==> src/rtl/mbx_pkg.sv <==
package mbx_pkg;
    localparam logic [7:0]  FC_RD_BITS  = 8'h02;
    localparam logic [7:0]  FC_RD_WORDS = 8'h03;
    localparam logic [7:0]  FC_WR_BIT   = 8'h05;
    localparam logic [7:0]  FC_WR_WORD  = 8'h06;
    localparam logic [7:0]  EXC_MARK    = 8'h80;
    localparam logic [15:0] BIT_SET_VAL = 16'hFF00;
    localparam logic [15:0] BIT_CLR_VAL = 16'h0000;

    typedef enum logic [2:0] {
        OP_NONE,
        OP_RD_BITS,
        OP_WR_BIT,
        OP_RD_WORDS,
        OP_WR_WORD,
        OP_REJECT
    } op_e;
endpackage

==> src/rtl/mbx_decode.sv <==
module mbx_decode
    import mbx_pkg::*;
#(
    parameter logic [7:0] SLAVE_ID  = 8'h01,
    parameter int         MAX_BITS  = 8,
    parameter int         MAX_WORDS = 4
) (
    input  logic        req_valid,
    input  logic [7:0]  req_slave,
    input  logic [7:0]  req_func,
    input  logic [15:0] req_value,
    output op_e         op
);
    logic bits_cnt_ok;
    logic words_cnt_ok;
    logic coil_ok;

    always_comb begin
        bits_cnt_ok  = (req_value != 16'd0) && (req_value <= 16'(MAX_BITS));
        words_cnt_ok = (req_value != 16'd0) && (req_value <= 16'(MAX_WORDS));
        coil_ok      = (req_value == BIT_SET_VAL) || (req_value == BIT_CLR_VAL);
        op           = OP_NONE;
        if (req_valid && (req_slave == SLAVE_ID)) begin
            case (req_func)
                FC_RD_BITS:  op = bits_cnt_ok  ? OP_RD_BITS  : OP_REJECT;
                FC_RD_WORDS: op = words_cnt_ok ? OP_RD_WORDS : OP_REJECT;
                FC_WR_BIT:   op = coil_ok      ? OP_WR_BIT   : OP_REJECT;
                FC_WR_WORD:  op = OP_WR_WORD;
                default:     op = OP_REJECT;
            endcase
        end
    end
endmodule

==> src/rtl/mbx_flags.sv <==
module mbx_flags #(
    parameter int                   NUM_FLAGS = 5,
    parameter logic [15:0]          BASE      = 16'h0812,
    parameter logic [NUM_FLAGS-1:0] RST_VAL   = 5'b00100,
    parameter int                   RD_SPAN   = 8
) (
    input  logic                 clk,
    input  logic                 rst_n,
    input  logic                 wr_en,
    input  logic [15:0]          wr_addr,
    input  logic                 wr_bit,
    input  logic [15:0]          rd_start,
    input  logic [15:0]          rd_count,
    output logic [RD_SPAN-1:0]   rd_bits,
    output logic [NUM_FLAGS-1:0] flags_o
);
    localparam logic [16:0] BASE_X = {1'b0, BASE};

    typedef struct packed {
        logic [NUM_FLAGS-1:0] flags;
    } flag_st_t;

    flag_st_t st_d, st_q;

    always_comb begin
        st_d = st_q;
        if (wr_en) begin
            for (int i = 0; i < NUM_FLAGS; i++) begin
                if ({1'b0, wr_addr} == BASE_X + 17'(i)) begin
                    st_d.flags[i] = wr_bit;
                end
            end
        end
    end

    always_comb begin
        for (int j = 0; j < RD_SPAN; j++) begin
            rd_bits[j] = 1'b0;
            for (int i = 0; i < NUM_FLAGS; i++) begin
                if (({1'b0, rd_start} + 17'(j) == BASE_X + 17'(i)) &&
                    (16'(j) < rd_count)) begin
                    rd_bits[j] = st_q.flags[i];
                end
            end
        end
    end

    always_ff @(posedge clk) begin
        if (!rst_n) begin
            st_q.flags <= RST_VAL;
        end else begin
            st_q <= st_d;
        end
    end

    assign flags_o = st_q.flags;
endmodule

==> src/rtl/mbx_words.sv <==
module mbx_words #(
    parameter int          NUM_WORDS = 8,
    parameter logic [15:0] BASE      = 16'h1000,
    parameter int          MAX_RD    = 4
) (
    input  logic                 clk,
    input  logic                 rst_n,
    input  logic                 wr_en,
    input  logic [15:0]          wr_addr,
    input  logic [15:0]          wr_data,
    input  logic [15:0]          rd_start,
    input  logic [15:0]          rd_count,
    output logic [MAX_RD*16-1:0] rd_data
);
    localparam logic [16:0] BASE_X = {1'b0, BASE};

    typedef struct packed {
        logic [NUM_WORDS-1:0][15:0] w;
    } word_st_t;

    word_st_t st_d, st_q;

    always_comb begin
        st_d = st_q;
        if (wr_en) begin
            for (int i = 0; i < NUM_WORDS; i++) begin
                if ({1'b0, wr_addr} == BASE_X + 17'(i)) begin
                    st_d.w[i] = wr_data;
                end
            end
        end
    end

    always_comb begin
        rd_data = '0;
        for (int k = 0; k < MAX_RD; k++) begin
            for (int i = 0; i < NUM_WORDS; i++) begin
                if (({1'b0, rd_start} + 17'(k) == BASE_X + 17'(i)) &&
                    (16'(k) < rd_count)) begin
                    rd_data[(MAX_RD-k)*16-1 -: 16] = st_q.w[i];
                end
            end
        end
    end

    always_ff @(posedge clk) begin
        if (!rst_n) begin
            st_q <= '0;
        end else begin
            st_q <= st_d;
        end
    end
endmodule

==> src/rtl/mbx_exec.sv <==
module mbx_exec
    import mbx_pkg::*;
#(
    parameter logic [7:0]           SLAVE_ID     = 8'h01,
    parameter int                   NUM_FLAGS    = 5,
    parameter logic [15:0]          FLAG_BASE    = 16'h0812,
    parameter logic [NUM_FLAGS-1:0] FLAG_RST     = 5'b00100,
    parameter int                   NUM_WORDS    = 8,
    parameter logic [15:0]          WORD_BASE    = 16'h1000,
    parameter int                   MAX_RD_WORDS = 4
) (
    input  logic                       clk,
    input  logic                       rst_n,
    input  logic                       req_valid,
    input  logic [7:0]                 req_slave,
    input  logic [7:0]                 req_func,
    input  logic [15:0]                req_start,
    input  logic [15:0]                req_value,
    output logic                       rsp_valid,
    output logic                       rsp_exc,
    output logic [7:0]                 rsp_slave,
    output logic [7:0]                 rsp_func,
    output logic [15:0]                rsp_echo_addr,
    output logic [15:0]                rsp_echo_val,
    output logic [7:0]                 rsp_bytes,
    output logic [MAX_RD_WORDS*16-1:0] rsp_data
);
    localparam int DW      = MAX_RD_WORDS * 16;
    localparam int RD_BITS = 8;

    typedef struct packed {
        logic           valid;
        logic           exc;
        logic [7:0]     slave;
        logic [7:0]     func;
        logic [15:0]    eaddr;
        logic [15:0]    eval;
        logic [7:0]     bytes;
        logic [DW-1:0]  data;
    } rsp_t;

    op_e                  op;
    logic [RD_BITS-1:0]   bit_rd;
    logic [DW-1:0]        word_rd;
    logic [NUM_FLAGS-1:0] flag_vec;
    rsp_t                 r_d, r_q;

    mbx_decode #(
        .SLAVE_ID  (SLAVE_ID),
        .MAX_BITS  (RD_BITS),
        .MAX_WORDS (MAX_RD_WORDS)
    ) u_decode (
        .req_valid (req_valid),
        .req_slave (req_slave),
        .req_func  (req_func),
        .req_value (req_value),
        .op        (op)
    );

    mbx_flags #(
        .NUM_FLAGS (NUM_FLAGS),
        .BASE      (FLAG_BASE),
        .RST_VAL   (FLAG_RST),
        .RD_SPAN   (RD_BITS)
    ) u_flags (
        .clk      (clk),
        .rst_n    (rst_n),
        .wr_en    (op == OP_WR_BIT),
        .wr_addr  (req_start),
        .wr_bit   (req_value[15]),
        .rd_start (req_start),
        .rd_count (req_value),
        .rd_bits  (bit_rd),
        .flags_o  (flag_vec)
    );

    mbx_words #(
        .NUM_WORDS (NUM_WORDS),
        .BASE      (WORD_BASE),
        .MAX_RD    (MAX_RD_WORDS)
    ) u_words (
        .clk      (clk),
        .rst_n    (rst_n),
        .wr_en    (op == OP_WR_WORD),
        .wr_addr  (req_start),
        .wr_data  (req_value),
        .rd_start (req_start),
        .rd_count (req_value),
        .rd_data  (word_rd)
    );

    always_comb begin
        r_d = '0;
        if (op != OP_NONE) begin
            r_d.valid = 1'b1;
            r_d.slave = SLAVE_ID;
            r_d.func  = req_func;
        end
        case (op)
            OP_RD_BITS: begin
                r_d.bytes               = 8'd1;
                r_d.data[DW-1 -: RD_BITS] = bit_rd;
            end
            OP_RD_WORDS: begin
                r_d.bytes = {req_value[6:0], 1'b0};
                r_d.data  = word_rd;
            end
            OP_WR_BIT, OP_WR_WORD: begin
                r_d.eaddr = req_start;
                r_d.eval  = req_value;
            end
            OP_REJECT: begin
                r_d.exc  = 1'b1;
                r_d.func = req_func | EXC_MARK;
            end
            default: ;
        endcase
    end

    always_ff @(posedge clk) begin
        if (!rst_n) begin
            r_q <= '0;
        end else begin
            r_q <= r_d;
        end
    end

    assign rsp_valid     = r_q.valid;
    assign rsp_exc       = r_q.exc;
    assign rsp_slave     = r_q.slave;
    assign rsp_func      = r_q.func;
    assign rsp_echo_addr = r_q.eaddr;
    assign rsp_echo_val  = r_q.eval;
    assign rsp_bytes     = r_q.bytes;
    assign rsp_data      = r_q.data;
endmodule

==> config.mk <==
export PLATFORM = sky130hd
export DESIGN_NAME = mbx_exec
export DESIGN_NICKNAME = d
export VERILOG_FILES = /design/src/rtl/mbx_pkg.sv /design/src/rtl/mbx_decode.sv /design/src/rtl/mbx_flags.sv /design/src/rtl/mbx_words.sv /design/src/rtl/mbx_exec.sv
export SDC_FILE = /design/constraint.sdc
export NUM_CORES = 1
export LEC_CHECK = 0
export CAP_MARGIN = 15
export CELL_PAD_IN_SITES_DETAIL_PLACEMENT = 1
export CELL_PAD_IN_SITES_GLOBAL_PLACEMENT = 1
export CORE_UTILIZATION = 41
export CTS_BUF_LIST = sky130_fd_sc_hd__clkbuf_16
export CTS_CLUSTER_SIZE = 28
export DETAILED_ROUTE_END_ITERATION = 6
export HOLD_SLACK_MARGIN = 0.02
export MAX_ROUTING_LAYER = met4
export PLACE_DENSITY = 0.86
export SETUP_SLACK_MARGIN = 0.5
export SLEW_MARGIN = 20
export SYNTH_ARGS = -nofsm -noshare
export SYNTH_HDL_FRONTEND = slang
export SYNTH_SLANG_ARGS = --single-unit
==> constraint.sdc <==
create_clock -name clk -period 5.3 [get_ports clk]
set_input_delay 0.795 -clock clk [delete_from_list [all_inputs] [get_ports clk]]
set_output_delay 0.795 -clock clk [all_outputs]
set_load 0.02 [all_outputs]
==> flow_metrics.env <==
export IMPL_dp_hpwl_mm=42.6
export IMPL_gp_congestion=0.961
export IMPL_period_share_pct=81.7
export IMPL_post_route_min_period_ps=4330
export IMPL_yosysSeqAreaShare_pct=35.4
export IMPL_grtUsageTotal_pct=35.9
export IMPL_synthCells=1611
export IMPL_yosys_top_cells_area="dfxtp_1, mux4_2, o21ai_0"
export IMPL_grt_overflow=0
export IMPL_powerDensity_nw_per_um2=246
export IMPL_cts_resized=0
export IMPL_ir_drop_mv=0.242
export IMPL_antenna_cells=0
export IMPL_max_cap_violations=0
export IMPL_power_w=0.00420
export IMPL_firstDrtPassIters=7
export IMPL_p_leak_nw=5.84
export IMPL_synth_flop_cell="dfxtp_1"
export IMPL_synth_top_cell_by_area="dfxtp_1"
export IMPL_synth_adder_area_share_pct=0.448
export IMPL_post_cts_buffers=0
export IMPL_status="finished, final reports clean"
export IMPL_fin_tns_setup_ps=0
export IMPL_cts_max_path_buffers=3
export IMPL_seq_area_um2=4940
export IMPL_cp_slowest_stage_delay_ps=730
export IMPL_critPathMaxFanout=12
export IMPL_drc=0
export IMPL_yosys_area_share_simple_pct=23.2
export IMPL_final_nets=1803
export IMPL_synth_edf_count=0
export IMPL_drv_slew=0
export IMPL_netlist_area_um2=14000
export IMPL_path_class="in2reg"
export IMPL_ys_ff_latch=247
export IMPL_ff2ff_path_depth=8
export IMPL_antenna_found_initial=1
export IMPL_hold_buffers=0
export IMPL_grt_pass1_wl_mm=94.3
export IMPL_clock_skew_ps=14.3
export IMPL_avgViaCountPerCell=6.78
export IMPL_clkSinkCount=247
export IMPL_drt_total_wl_mm=61.9
export IMPL_worst_setup_path_start_kind="primary input"
export IMPL_clk_pin_slew_ps=60
export IMPL_worstPathCellList="clkdlybuf4s50_1 > nand4_2 > nor4_1 > xor2_1 > or3_1 > nor4b_4 > and3_1 > buf_4 > a22oi_1 > a31oi_1"
export IMPL_synth_top_family_by_area="simple AND/OR/NAND/NOR gates"
export IMPL_hold_depth=2
export IMPL_preCtsSetupSlack_ps=527
export IMPL_worstPathRequired_ps=5780
export IMPL_vias=15007
export IMPL_slowest_stage="clkdlybuf4s50_1"
export IMPL_slew_headroom_pct=36.8
export IMPL_setup_viol=0
export IMPL_critPathCaptureType="flop"
export IMPL_cts_tree="yes"
export IMPL_max_freq_mhz=231
export IMPL_fp_dieW_um=186
export IMPL_fillers=3876
export IMPL_setup_ws_ps=969
export IMPL_synth_cell_types=88
export IMPL_synth_area_mux_share_pct=11.4
export IMPL_coreArea_um2=33500
export IMPL_grt_pass1_vias=14963
export IMPL_cts_max_level=1
export IMPL_area_delta_synth_final_pct=22.3
export IMPL_synth_most_common_cell="dfxtp_1"
export IMPL_multi_input_area_um2=8270
export IMPL_grt_max_degree=75
export IMPL_io_buffers=165
export IMPL_die_y_um=186
export IMPL_start_util_pct=41.6
export IMPL_synthDominantCellAreaShare_pct=35.4
export IMPL_std_cell_rows=67
export IMPL_yosys_area_share_xor_xnor_pct=2.32
export IMPL_drive_gt1_share_pct=13.1
export IMPL_arrival_ps=4810
export IMPL_avgSynthCellArea_um2=8.66
export IMPL_clockRootBuffer="clkbuf_16"
export IMPL_routedWlPerCell_um=28.0
export IMPL_synth_compound_area_share_pct=21.5
export IMPL_drtIter0Drc=1895
export IMPL_yosysWarnings=0
export IMPL_yosys_top_cells_count="dfxtp_1, o21ai_0, nand3_1"
export IMPL_hold_viol_final=0
export IMPL_async_flop_share_pct=0
export IMPL_finish_utilization_pct=50.9
export IMPL_cts_buffers=27
export IMPL_ant_nets=0
export IMPL_clock_latency_ps=570
export IMPL_die_area_um2=34800
export IMPL_worstMarginPinSlew_ps=940
export IMPL_min_path_type="reg2reg"
export IMPL_ioPinCount=173
export IMPL_rsz0062_at_grt="false"
-- routing by layer --
metal | vias to the layer above | track usage, % | wire, um | share of wire (%)
met5 | - | - | 0 | 0
met4 | 0 | 18.7 | 3530 | 5.7
met3 | 263 | 6.94 | 6350 | 10
met2 | 1010 | 54.5 | 27900 | 45
met1 | 7399 | 45.4 | 24100 | 39
li1 | 6335 | - | - | -
-- critical path, delay by kind of cell --
family                    cells  cell delay, ps
AOI/OAI and AO/OA             2             350
xor gates and xnor gates      1             150
and+or+nand+nor               5            2440
buffers and inverters         2            1050
-- state kept, by name (all words and copies together), names as in the netlist --
register,cells
u_words.st_q,128
rsp_data,64
rsp_echo_addr,16
rsp_echo_val,16
rsp_bytes,8
rsp_func,8
u_flags.flags_o,5
rsp_exc,1
rsp_valid,1
-- stage by stage --
stage,cells,cell area [um2],hold slack (ps)
CTS,2213,17100,505
global placement,2166,16200,478
detailed placement,2166,16200,501
finish,2213,17100,508
floorplan,1621,14000,462
global route,2213,17100,526
-- power breakdown --
group          switching (W)  total (W)  internal [W]
combinational       0.000270   0.000404      0.000135
sequential       0.000000348    0.00186       0.00186
clock               0.000808    0.00194       0.00113
total                0.00108    0.00420       0.00312
-- cells in the final DEF (no fill, tap or decap), types with 17 or more instances in the layout --
cell / count
nand4_1: 20
buf_4: 92
o21ai_0: 175
clkdlybuf4s50_1: 161
nand2_1: 101
nor4_1: 18
nand3_1: 140
inv_1: 21
nor2b_1: 31
nor2_1: 124
a31oi_1: 21
mux2i_1: 31
a22oi_1: 28
clkbuf_16: 27
mux4_2: 53
a222oi_1: 17
xnor2_1: 23
nor3_1: 41
a21oi_1: 62
dfxtp_1: 247
and3_1: 49
a221oi_1: 23
-- cell families (layout without fill, tap and decap cells) --
family	Yosys count	in the layout
fa+ha+maj	5	5
compound gates	447	447
simple gates	606	606
other cells	1	11
mux	92	92
flops	247	247
buf+inv	176	320
xor+xnor	37	37
-- path summary, 6_finish.rpt --
path                                          from  slack, ps          endpoint
worst max-delay path                  req_start[9]        970      rsp_data[42]
worst min register to register    u_words.st_q[81]        510  u_words.st_q[81]
worst max register to register  u_flags.flags_o[2]       2790      rsp_data[62]
worst min-delay path              u_words.st_q[81]        510  u_words.st_q[81]
-- area by class of cell --
type                            instances  share of cell area, %
Clock buffer                           27                   3.96
Inverter                               18                  0.396
Sequential cell                       247                   29.0
Tap cell                              448                   3.28
Timing Repair Buffer                  255                   13.6
Multi-Input combinational cell       1198                   48.5
Clock inverter                         20                   1.30
(Power assumes the default switching activity.)
